### src/rtl/rsq_pkg.sv
// Package: shared codes, stage encodings and oscillator-class helpers for the
// reset/clock sequencer. Assumes eight request sources with fixed bit positions.
package rsq_pkg;

    localparam int NREQ     = 8;
    localparam int RQ_POWER = 0;
    localparam int RQ_DIP   = 1;

    // Request class, ordered so that a larger value ranks higher.
    typedef enum logic [1:0] {
        K_RUN   = 2'd0,
        K_DIP   = 2'd1,
        K_POWER = 2'd2
    } req_kind_e;

    typedef logic [2:0] osc_code_t;

    localparam osc_code_t OSC_RC      = 3'd0;
    localparam osc_code_t OSC_RC_PLL  = 3'd1;
    localparam osc_code_t OSC_XTAL    = 3'd2;
    localparam osc_code_t OSC_XTALPLL = 3'd3;
    localparam osc_code_t OSC_SEC     = 3'd4;
    localparam osc_code_t OSC_LPRC    = 3'd5;
    localparam osc_code_t OSC_EXT     = 3'd6;
    localparam osc_code_t OSC_EXT_PLL = 3'd7;

    typedef enum logic [2:0] {
        D_HOLD, D_PWR, D_START, D_IRST, D_DONE
    } chain_st_e;

    typedef enum logic [1:0] {
        W_HOLD, W_OST, W_LOCK, W_DONE
    } wait_st_e;

    typedef enum logic [1:0] {
        F_WAIT, F_HOLD, F_ARMED
    } hold_st_e;

    function automatic logic osc_has_ost(osc_code_t c);
        return (c == OSC_XTAL) || (c == OSC_XTALPLL) || (c == OSC_SEC);
    endfunction

    function automatic logic osc_has_pll(osc_code_t c);
        return (c == OSC_RC_PLL) || (c == OSC_XTALPLL) || (c == OSC_EXT_PLL);
    endfunction

    function automatic int imax(int a, int b);
        return (a > b) ? a : b;
    endfunction

endpackage

### src/rtl/rsq_req_arb.sv
// Request arbiter: picks the lowest-index active request, filters it against
// the class of a sequence still in progress, and keeps the one-hot flag record.
// Assumes requests are single-cycle pulses; ready_in marks end of a sequence.
module rsq_req_arb
    import rsq_pkg::*;
#(
    parameter int NR = NREQ
) (
    input  logic          clk,
    input  logic          rst_n,
    input  logic [NR-1:0] req_in,
    input  logic [NR-1:0] req_clr,
    input  logic          ready_in,
    output logic          start,
    output req_kind_e     start_kind,
    output logic [NR-1:0] flags
);

    logic [NR-1:0] pick_oh;
    logic          busy;
    req_kind_e     cur_kind;

    // Isolate the lowest set request bit (highest priority).
    assign pick_oh = req_in & (~req_in + 1'b1);

    // Map the chosen request to its class.
    always_comb begin
        if (pick_oh[RQ_POWER])    start_kind = K_POWER;
        else if (pick_oh[RQ_DIP]) start_kind = K_DIP;
        else                      start_kind = K_RUN;
    end

    // Accept when idle, or when the new class ranks at or above the running one.
    assign start = (|req_in) && (!busy || (start_kind >= cur_kind));

    // Track whether a sequence is in progress and which class started it.
    always_ff @(posedge clk) begin
        if (!rst_n) begin
            busy     <= 1'b0;
            cur_kind <= K_RUN;
        end else if (start) begin
            busy     <= 1'b1;
            cur_kind <= start_kind;
        end else if (ready_in) begin
            busy     <= 1'b0;
        end
    end

    // One-hot record of the last accepted request, write-one-to-clear.
    always_ff @(posedge clk) begin
        if (!rst_n)     flags <= '0;
        else if (start) flags <= pick_oh;
        else            flags <= flags & ~req_clr;
    end

    AST_FLAGS_ONEHOT: assert property (@(posedge clk) disable iff (!rst_n)
        $onehot0(flags));
    AST_CLEAR_TAKES: assert property (@(posedge clk) disable iff (!rst_n)
        (!start && |(req_clr & flags)) |=> ((flags & $past(req_clr)) == '0));

endmodule

### src/rtl/rsq_delay_chain.sv
// System reset delay chain: runs the power-up, start-up and internal-state
// stages that apply to the accepted request class, then releases.
// Assumes every delay parameter is at least 1 cycle.
module rsq_delay_chain
    import rsq_pkg::*;
#(
    parameter int T_POR         = 10,
    parameter int T_START_REG   = 20,
    parameter int T_START_NOREG = 64000,
    parameter int T_RST         = 20
) (
    input  logic      clk,
    input  logic      rst_n,
    input  logic      start,
    input  req_kind_e start_kind,
    input  logic      vreg_en,
    output logic      sys_rel
);

    localparam int TMAX = imax(imax(T_POR, T_RST), imax(T_START_REG, T_START_NOREG));
    localparam int CW   = $clog2(TMAX + 1);

    chain_st_e       st;
    logic [CW-1:0]   cnt;
    logic            use_reg;

    function automatic logic [CW-1:0] start_len(logic r);
        return r ? CW'(T_START_REG - 1) : CW'(T_START_NOREG - 1);
    endfunction

    // Stage sequencer: load on request, count down, step to the next stage.
    always_ff @(posedge clk) begin
        if (!rst_n) begin
            st      <= D_HOLD;
            cnt     <= '0;
            use_reg <= 1'b1;
        end else if (start) begin
            use_reg <= vreg_en;
            case (start_kind)
                K_POWER: begin st <= D_PWR;   cnt <= CW'(T_POR - 1);   end
                K_DIP:   begin st <= D_START; cnt <= start_len(vreg_en); end
                default: begin st <= D_IRST;  cnt <= CW'(T_RST - 1);   end
            endcase
        end else begin
            case (st)
                D_PWR: begin
                    if (cnt == '0) begin st <= D_START; cnt <= start_len(use_reg); end
                    else cnt <= cnt - 1'b1;
                end
                D_START: begin
                    if (cnt == '0) begin st <= D_IRST; cnt <= CW'(T_RST - 1); end
                    else cnt <= cnt - 1'b1;
                end
                D_IRST: begin
                    if (cnt == '0) st <= D_DONE;
                    else cnt <= cnt - 1'b1;
                end
                default: ;
            endcase
        end
    end

    assign sys_rel = (st == D_DONE);

    AST_REL_AFTER_IRST: assert property (@(posedge clk) disable iff (!rst_n)
        $rose(sys_rel) |-> ($past(st) == D_IRST));
    AST_START_ORDER: assert property (@(posedge clk) disable iff (!rst_n)
        (st == D_START && $past(st) != D_START) |-> ($past(st) == D_PWR || $past(start)));
    AST_IRST_ORDER: assert property (@(posedge clk) disable iff (!rst_n)
        (st == D_IRST && $past(st) != D_IRST) |-> ($past(st) == D_START || $past(start)));

endmodule

### src/rtl/rsq_clk_wait.sv
// Clock wait: counts oscillator periods for start-up, then the PLL settle time,
// as the selected oscillator class requires. Runs independently of the reset
// chain. Assumes osc_tick is synchronous to clk, one pulse per period.
module rsq_clk_wait
    import rsq_pkg::*;
#(
    parameter int OST_CYCLES = 1024,
    parameter int T_LOCK     = 20
) (
    input  logic      clk,
    input  logic      rst_n,
    input  logic      start,
    input  req_kind_e start_kind,
    input  osc_code_t sel,
    input  logic      osc_tick,
    output logic      clk_ok
);

    localparam int OW = (OST_CYCLES > 1) ? $clog2(OST_CYCLES) : 1;
    localparam int LW = $clog2(T_LOCK + 1);

    wait_st_e       st;
    logic [OW-1:0]  ost_cnt;
    logic [LW-1:0]  lock_cnt;
    logic           pll_next;

    // Wait sequencer: start-up count on ticks, then the lock countdown.
    always_ff @(posedge clk) begin
        if (!rst_n) begin
            st       <= W_HOLD;
            ost_cnt  <= '0;
            lock_cnt <= '0;
            pll_next <= 1'b0;
        end else if (start) begin
            pll_next <= osc_has_pll(sel);
            ost_cnt  <= '0;
            lock_cnt <= LW'(T_LOCK - 1);
            if (start_kind == K_RUN)   st <= W_DONE;
            else if (osc_has_ost(sel)) st <= W_OST;
            else if (osc_has_pll(sel)) st <= W_LOCK;
            else                       st <= W_DONE;
        end else begin
            case (st)
                W_OST: begin
                    if (osc_tick) begin
                        if (ost_cnt == OW'(OST_CYCLES - 1)) st <= pll_next ? W_LOCK : W_DONE;
                        else ost_cnt <= ost_cnt + 1'b1;
                    end
                end
                W_LOCK: begin
                    if (lock_cnt == '0) st <= W_DONE;
                    else lock_cnt <= lock_cnt - 1'b1;
                end
                default: ;
            endcase
        end
    end

    assign clk_ok = (st == W_DONE);

    AST_OST_NEEDS_TICK: assert property (@(posedge clk) disable iff (!rst_n)
        (st == W_OST && !osc_tick && !start) |=> (st == W_OST));
    AST_CLK_DROP_ON_REQ: assert property (@(posedge clk) disable iff (!rst_n)
        $fell(clk_ok) |-> ($past(start) && $past(start_kind) != K_RUN));

endmodule

### src/rtl/rsq_fscm_hold.sv
// Monitor hold-off: after the system reset releases, arms the fail-safe clock
// monitor at once or after a hold-off, as latched with the request.
module rsq_fscm_hold
    import rsq_pkg::*;
#(
    parameter int T_FSCM = 100
) (
    input  logic clk,
    input  logic rst_n,
    input  logic start,
    input  logic need_hold,
    input  logic sys_rel,
    output logic arm
);

    localparam int HW = $clog2(T_FSCM + 1);

    hold_st_e       st;
    logic [HW-1:0]  cnt;
    logic           need_q;

    // Hold-off sequencer: wait for release, optional countdown, then arm.
    always_ff @(posedge clk) begin
        if (!rst_n) begin
            st     <= F_WAIT;
            cnt    <= '0;
            need_q <= 1'b0;
        end else if (start) begin
            st     <= F_WAIT;
            need_q <= need_hold;
        end else begin
            case (st)
                F_WAIT: begin
                    if (sys_rel) begin
                        if (need_q) begin st <= F_HOLD; cnt <= HW'(T_FSCM - 1); end
                        else st <= F_ARMED;
                    end
                end
                F_HOLD: begin
                    if (cnt == '0) st <= F_ARMED;
                    else cnt <= cnt - 1'b1;
                end
                default: ;
            endcase
        end
    end

    assign arm = (st == F_ARMED);

    AST_ARM_NEEDS_REL: assert property (@(posedge clk) disable iff (!rst_n)
        arm |-> sys_rel);

endmodule

### src/rtl/rst_clk_sequencer.sv
// Top: reset release and clock start-up sequencer. Selects the post-reset
// oscillator, runs the reset chain and the clock wait in parallel, flags
// readiness and arms the clock monitor. All delays are in clk cycles.
module rst_clk_sequencer
    import rsq_pkg::*;
#(
    parameter int T_POR         = 10,
    parameter int T_START_REG   = 20,
    parameter int T_START_NOREG = 64000,
    parameter int T_RST         = 20,
    parameter int T_LOCK        = 20,
    parameter int T_FSCM        = 100,
    parameter int OST_CYCLES    = 1024
) (
    input  logic       clk,
    input  logic       rst_n,
    input  logic [7:0] req_in,
    input  logic [7:0] req_clr,
    input  logic [2:0] osc_cfg,
    input  logic [2:0] osc_cur,
    input  logic       clk_switch_en,
    input  logic       vreg_en,
    input  logic       osc_tick,
    output logic       sys_rst_n,
    output logic       sys_clk_en,
    output logic       cpu_run,
    output logic       fscm_arm,
    output logic [2:0] clk_sel,
    output logic [7:0] req_flags
);

    logic      start;
    req_kind_e start_kind;
    osc_code_t sel_next;
    logic      need_hold;
    logic      sys_rel;
    logic      clk_ok;
    logic      ready;

    // Oscillator choice for the request being accepted.
    assign sel_next  = (!clk_switch_en || start_kind != K_RUN) ? osc_cfg : osc_cur;
    assign need_hold = (start_kind != K_RUN) && (osc_has_ost(sel_next) || osc_has_pll(sel_next));
    assign ready     = sys_rel & clk_ok;

    rsq_req_arb #(.NR(NREQ)) u_arb (
        .clk        (clk),
        .rst_n      (rst_n),
        .req_in     (req_in),
        .req_clr    (req_clr),
        .ready_in   (ready),
        .start      (start),
        .start_kind (start_kind),
        .flags      (req_flags)
    );

    rsq_delay_chain #(
        .T_POR         (T_POR),
        .T_START_REG   (T_START_REG),
        .T_START_NOREG (T_START_NOREG),
        .T_RST         (T_RST)
    ) u_chain (
        .clk        (clk),
        .rst_n      (rst_n),
        .start      (start),
        .start_kind (start_kind),
        .vreg_en    (vreg_en),
        .sys_rel    (sys_rel)
    );

    rsq_clk_wait #(
        .OST_CYCLES (OST_CYCLES),
        .T_LOCK     (T_LOCK)
    ) u_wait (
        .clk        (clk),
        .rst_n      (rst_n),
        .start      (start),
        .start_kind (start_kind),
        .sel        (sel_next),
        .osc_tick   (osc_tick),
        .clk_ok     (clk_ok)
    );

    rsq_fscm_hold #(.T_FSCM(T_FSCM)) u_hold (
        .clk       (clk),
        .rst_n     (rst_n),
        .start     (start),
        .need_hold (need_hold),
        .sys_rel   (sys_rel),
        .arm       (fscm_arm)
    );

    // Register the oscillator code on each accepted request.
    always_ff @(posedge clk) begin
        if (!rst_n)     clk_sel <= OSC_RC;
        else if (start) clk_sel <= sel_next;
    end

    assign sys_rst_n  = sys_rel;
    assign sys_clk_en = clk_ok;
    assign cpu_run    = ready;

    AST_SEL_ONLY_ON_REQ: assert property (@(posedge clk) disable iff (!rst_n)
        !start |=> $stable(clk_sel));
    AST_ARM_NOT_BEFORE_RUN: assert property (@(posedge clk) disable iff (!rst_n)
        (fscm_arm && !start) |=> (fscm_arm || $past(start)) );

endmodule

### config.mk
export PLATFORM = sky130hd
export DESIGN_NAME = rst_clk_sequencer
export DESIGN_NICKNAME = d
export VERILOG_FILES = /design/src/rtl/rsq_pkg.sv /design/src/rtl/rsq_req_arb.sv /design/src/rtl/rsq_delay_chain.sv /design/src/rtl/rsq_clk_wait.sv /design/src/rtl/rsq_fscm_hold.sv /design/src/rtl/rst_clk_sequencer.sv
export SDC_FILE = /design/constraint.sdc
export NUM_CORES = 1
export LEC_CHECK = 0
export ABC_AREA = 1
export CORE_ASPECT_RATIO = 0.7
export CORE_MARGIN = 4
export CORE_UTILIZATION = 58
export CTS_BUF_LIST = sky130_fd_sc_hd__clkbuf_4
export CTS_CLUSTER_DIAMETER = 100
export DETAILED_ROUTE_END_ITERATION = 8
export GPL_TIMING_DRIVEN = 0
export PLACE_DENSITY = 0.82
export REMOVE_ABC_BUFFERS = 1
export SYNTH_ARGS = -nofsm -noshare
export SYNTH_HDL_FRONTEND = slang
export SYNTH_SLANG_ARGS = --single-unit
### constraint.sdc
create_clock -name clk -period 2.3 [get_ports clk]
set_input_delay 0.345 -clock clk [delete_from_list [all_inputs] [get_ports clk]]
set_output_delay 0.345 -clock clk [all_outputs]
set_load 0.005 [all_outputs]
==> impl_metrics.tcl, run 1 <==
set metrics [dict create \
    ys_async_sr_fraction_pct 0 \
    max_freq_mhz 479 \
    top_regs "u_chain.cnt (16), u_wait.ost_cnt (10), u_arb.flags (8)" \
    antenna_found_initial 0 \
    yosys.area_share.simple_pct 36.1 \
    finalInstanceArea_mm2 0.00436 \
    grt_max_degree 33 \
    start_kind "input port" \
    grt_use_total_pct 26.5 \
    ys.flop_type "dfxtp_1" \
    initial_core_util_pct 61.4 \
    peakVddDrop_mv 0.424 \
    grt_pass1_vias 3404 \
    wl_per_cell_um 14.0 \
    yosysTopAreaCell "dfxtp_1" \
    largest_reg_flops 16 \
    hold_buffers 0 \
    min_to "u_arb.cur_kind[1]$_SDFFE_PN0P_" \
    nets 651 \
    vias 3815 \
    worst_slew_pin_slew_ns 0.961 \
    die_x_um 102 \
    synth_compound_area_share_pct 10.7 \
    yosys_warnings 0 \
    cts_tree "built" \
    drt_iter0_drc 226 \
    drc 0 \
    htree_levels 3 \
    synth-edff-count 0 \
    post-route-min-period_ns 2.09 \
    power_density_mw_per_mm2 635 \
    numCtsBuffers 9 \
    clk_latency_ns 0.40 \
    clk_path_buf_depth 2 \
    coreArea_mm2 0.00587 \
    end_kind "flip-flop" \
    period_share_pct 90.8 \
    io_buffer_count 41 \
    worst-setup-path-type "input port to flip-flop" \
    muxShareOfSynthArea_pct 0 \
    die_area_mm2 0.00756 \
    synth_xor_xnor_area_share_pct 5.10 \
    power_leakage_nw 2.05 \
    antenna_cells 0 \
    routed_wl_um 9780 \
    yosysUniqueCellTypes 33 \
    grt_overflow_total 0 \
    rows 23 \
    synthAdderAreaFrac_pct 2.78 \
    synth_top_area_share_pct 34.4 \
    path_clk_slew_ns 0.10 \
    status "finished, final reports clean" \
    synth.area.top_cells "dfxtp_1, nand2_1, nor2_1" \
    io_pins 42 \
    synth_top_family_by_area "simple AND/OR/NAND/NOR gates" \
    path_max_fanout 14 \
    holdPathStages 3 \
    required_ns 2.60 \
    hp-class "input port to flip-flop" \
    detail-route-antenna-nets 0 \
    relSlewSlack_pct 35.8 \
    grt_setup_unrepaired "false" \
    hold_viol_final 0 \
    gp_congestion 0.974 \
    drive_gt1_share_pct 6.76 \
    netlist_area_mm2 0.00360 \
    max-cap-violations 0 \
    r2r-start "u_wait.ost_cnt[0]$_SDFFE_PP0P_" \
    min_from "req_in[0]" \
    power_w 0.00277 \
    multi_input_area_mm2 0.00204 \
    r2r_slack_ns 0.31 \
    vias_per_cell 5.48 \
    reg2reg_depth 9 \
    placed_area_mm2 0.00404 \
    hpwl_um 6780 \
    fin_tns_setup_ns 0 \
    synthCells 566 \
    area_delta_synth_final_pct 21.0 \
    setup_viol 0 \
    slew_viol_final 0 \
    synth.avg_cell_area_um2 6.37 \
    r2r-end "u_wait.ost_cnt[5]$_SDFFE_PP0P_" \
    ys_ff_latch 62 \
    yosysSeqAreaShare_pct 34.4 \
    clock_sinks 62 \
    first_pass_iters 6 \
    startpoint "req_in[1]" \
    fin_worst_skew_ns 0.00813 \
    fill_cells 489 \
    clk_root_buffer_cell "clkbuf_4" \
    seqCellArea_mm2 0.00124 \
    die_height_um 74.0 \
    regMostFlops "u_chain.cnt" \
    cp.arrival_ns 2.38 \
    grt_pass1_wl_um 15800 \
]
-- cells by family (layout without fill, tap and decap cells) --
logic type,count (synthesis),in the layout
AOI/OAI and AO/OA,70,72
DFF,62,62
adders and majority gates,8,8
xor gates and xnor gates,21,21
and+or+nand+nor,308,308
buffers and inverters,97,150
-- area by class of cell --
cell class                 instances  area share [%]
clock buffer                      11            1.89
clock inverter                     5            2.24
timing repair buffer              48            10.7
inverter                          85            7.54
tap                               75            2.15
sequential                        62            28.4
multi-input combinational        409            46.9
timing repair inverter             1           0.172
-- Yosys cell counts (2+ instances only) --
library cell,count
a211oi_1,2
a21oi_1,43
buf_4,3
buf_6,2
clkbuf_1,7
dfxtp_1,62
ha_1,8
inv_1,84
nand2_1,148
nand3_1,48
nand3b_1,4
nand4_1,9
nor2_1,86
nor3_1,5
o21ai_0,12
o21ai_1,3
o32ai_1,4
or2_2,2
xnor2_1,3
xor2_1,18
-- per-layer routing --
layer	share of wire [%]	GRT usage [%]	up-vias
li1	-	-	1901
met1	46	37.0	1730
met2	42	41.3	167
met3	11	6.84	17
met4	1.4	6.55	0
met5	0	0	-
-- per-stage QoR --
stage	hold slack (ns)	setup slack, ns	cells	utilization, %
2_1_floorplan	0.442	0.0192	554	-
3_3_place_gp	0.455	-1.16	670	68.8
3_5_place_dp	0.453	-1.25	670	68.8
4_1_cts	0.473	0.0000273	695	74.0
5_1_grt	0.438	0.0702	696	74.3
6_report	0.454	0.212	696	74.3
-- worst max-delay path: stages --
cell	delay, ns
dlygate4sd2_1	0.29
inv_1	0.07
nor2_2	0.12
inv_1	0.06
ha_1	0.27
inv_1	0.03
nand2_1	0.04
nand2_1	0.06
nand2_2	0.17
o21ai_4	0.16
nand3_4	0.18
nand2_8	0.11
inv_4	0.16
nand2_1	0.11
nor2_1	0.15
nor2_1	0.05
-- power breakdown --
part	total, W	leakage (nW)	switching (W)	internal (W)
combinational	0.000622	1.45	0.000395	0.000226
clock	0.000969	0.0961	0.000400	0.000569
sequential	0.00118	0.507	0.0000512	0.00113
total	0.00277	2.05	0.000847	0.00192
-- layout by cell type, fill, tap and decap left out, types with 3 or more instances in the layout --
cell type	instances
a21oi_1	43
buf_4	7
bufinv_16	3
clkbuf_4	11
clkdlybuf4s50_1	38
clkinvlp_4	3
dfxtp_1	62
ha_1	8
inv_1	82
nand2_1	144
nand2_2	3
nand3_1	47
nand3b_1	4
nand4_1	9
nor2_1	85
nor3_1	5
o21ai_0	12
o21ai_1	3
o32ai_1	4
xnor2_1	3
xor2_1	18
-- timing repair --
item / in CTS / in global routing
buffers inserted: 7 / 0
setup endpoints to repair: 56 / 37
pin swaps: 1 / 0
resized for setup: 13 / 5
cloned: 2 / 1
-- how the worst max path moves through the flow --
stage / to / cells past startpoint
6_report: u_chain.cnt[15]$_SDFFE_PN0P_ / 16
5_1_grt: u_chain.cnt[1]$_SDFFE_PN0P_ / 16
4_1_cts: u_chain.cnt[4]$_SDFFE_PN0P_ / 15
3_5_place_dp: u_arb.flags[7]$_SDFF_PN0_ / 12
3_3_place_gp: u_arb.flags[6]$_SDFF_PN0_ / 12
2_1_floorplan: u_chain.cnt[14]$_SDFFE_PN0P_ / 14
No activity file was read; power rests on OpenSTA's default activity.
==> run 2, diff against run 1 <==
Settings changed: DONT_BUFFER_PORTS set to 1, PLACE_DENSITY 0.82 to 0.74.
==> run 2 against run 1 <==
Effect of this change: clock power fell by 16%; die area did not move; wire length fell by 11%; final area fell by 11%; global-route usage fell by 2.8 points; total power fell by 9.3%; worst hold slack got worse by 0.42 ns; utilization fell by 8.2 points; critical path type is now flip-flop to flip-flop; largest power group unchanged; highest routed layer unchanged.
==> impl_metrics.tcl, run 2 (synthesis gave the netlist of run 1 again) <==
set metrics [dict create \
    status "finished, final reports clean" \
    peakVddDrop_mv 0.353 \
    period_share_pct 92.2 \
    grt_setup_unrepaired "false" \
    hpwl_um 6170 \
    numCtsBuffers 9 \
    layout_common_cells "nand2_1, nor2_1, inv_1, dfxtp_1, nand3_1" \
    worst_slew_pin_slew_ns 1.09 \
    drive_gt1_share_pct 5.70 \
    cp.arrival_ns 2.39 \
    start_kind "flip-flop" \
    clk_root_buffer_cell "clkbuf_4" \
    antenna_found_initial 0 \
    largest_reg_flops 16 \
    grt_overflow_total 0 \
    nets 610 \
    grt_use_total_pct 23.7 \
    path_cells "inv_1, ha_1, nand2_1, nand2_1, o21ai_4, inv_2, nand2_1, nand3_1, nor2_1, nor2_1, nor2_1" \
    grt_pass1_vias 3049 \
    regMostFlops "u_chain.cnt" \
    holdPathStages 2 \
    vias_per_cell 5.34 \
    wl_per_cell_um 13.2 \
    fill_cells 559 \
    fin_worst_skew_ns 0.0182 \
    worst-setup-path-type "flip-flop to flip-flop" \
    slew_viol_final 0 \
    clk_path_buf_depth 2 \
    gp_congestion 0.937 \
    cp_top_family "simple AND/OR/NAND/NOR gates" \
    area_delta_synth_final_pct 7.67 \
    power_leakage_nw 1.87 \
    placed_area_mm2 0.00363 \
    rows 23 \
    post-route-min-period_ns 2.12 \
    hp-class "input port to flip-flop" \
    io_pins 42 \
    clk_latency_ns 0.41 \
    reg2reg_depth 11 \
    routed_wl_um 8660 \
    power_density_mw_per_mm2 648 \
    io_buffer_count 0 \
    max_freq_mhz 472 \
    coreArea_mm2 0.00587 \
    die_height_um 74.0 \
    path_max_fanout 15 \
    grt_pass1_wl_um 14200 \
    vias 3492 \
    die_area_mm2 0.00756 \
    initial_core_util_pct 61.4 \
    path_buf_inv 2 \
    antenna_cells 0 \
    detail-route-antenna-nets 0 \
    setup_viol 0 \
    power_w 0.00251 \
    holdWs_ns 0.0374 \
    max-cap-violations 0 \
    die_x_um 102 \
    postLayoutCoreUtil_pct 66.1 \
    cts_tree "built" \
    grt_max_degree 33 \
    cp.depth 11 \
    slowest_delay_ns 0.35 \
    finalInstanceArea_mm2 0.00388 \
    end_kind "flip-flop" \
    final_common_cell "nand2_1" \
    path_clk_slew_ns 0.11 \
    first_pass_iters 5 \
    required_ns 2.57 \
    drt_iter0_drc 205 \
    crit_path_top_delay_cell "dfxtp_1" \
    hold_viol_final 0 \
    top_regs "u_chain.cnt (16), u_wait.ost_cnt (10), u_arb.flags (8)" \
    clock_sinks 62 \
    relSlewSlack_pct 27.2 \
    htree_levels 3 \
    drc 0 \
]
[run 2: cell count changes in the layout (fill, tap and decap cells not counted), sizes merged, moves of 2 or more]
cell and delta:
buf -2, clkbuf -2, dlymetal6s2s -2, dlygate4sd3 +4, clkinvlp -3, inv +2, clkdlybuf4s50 -38, clkinv +2
[run 2: worst reg2reg max path: cells and delay by family, from the launching register on]
family | cells | cell delay [ns]
fa+ha+maj | 1 | 0.26
buf+inv | 2 | 0.30
compound gates | 1 | 0.22
flops | 1 | 0.35
simple gates | 7 | 0.85
[run 2: report_power, final]
part | switching, W | internal (W) | total [W] | leakage (nW)
combinational | 0.000348 | 0.000171 | 0.000519 | 1.28
clock | 0.000390 | 0.000424 | 0.000814 | 0.0806
sequential | 0.0000520 | 0.00113 | 0.00118 | 0.507
[run 2: final timing paths]
| check | start | end | slack, ns |
|---|---|---|---|
| worst max-delay path | u_arb.cur_kind[1]$_SDFFE_PN0P_ | u_chain.cnt[1]$_SDFFE_PN0P_ | 0.18 |
| worst max register to register | u_arb.cur_kind[1]$_SDFFE_PN0P_ | u_chain.cnt[1]$_SDFFE_PN0P_ | 0.18 |
| worst min-delay path | rst_n | u_hold.need_q$_SDFFE_PN0P_ | 0.04 |
| worst min register to register | u_arb.cur_kind[1]$_SDFFE_PN0P_ | u_arb.cur_kind[1]$_SDFFE_PN0P_ | 0.48 |
[run 2: stage by stage]
step	std cells	setup TNS [ns]	worst slack, ns
2_1_floorplan	554	0	0.0192
3_3_place_gp	629	-23.59	-0.664
3_5_place_dp	629	-24.34	-0.701
4_1_cts	644	0	0.0501
5_1_grt	654	0	0.0136
6_report	654	0	0.180
[run 2: final cells by class]
cell class	instances	area, um^2	share of cell area [%]
flip-flops and latches	62	1240	32.0
multi-input cells	408	2000	51.6
clock buffers	9	67.6	1.74
repair buffers	9	77.6	2.00
clock inverters	6	77.6	2.00
inverters	85	322	8.28
well taps	75	93.8	2.42
[run 2: what timing repair did]
action,CTS,global route
endpoints found under the setup margin,47,27
gates cloned,0,1
resized for setup,4,2
hold endpoints to repair,0,4
setup buffers,0,5
hold buffers,0,4
[run 2: per-layer routing]
metal / routed length, um / GRT usage (%)
met5: 0 / 0
met3: 765 / 7.59
met4: 114 / 7.86
met1: 4280 / 33.0
met2: 3500 / 35.1
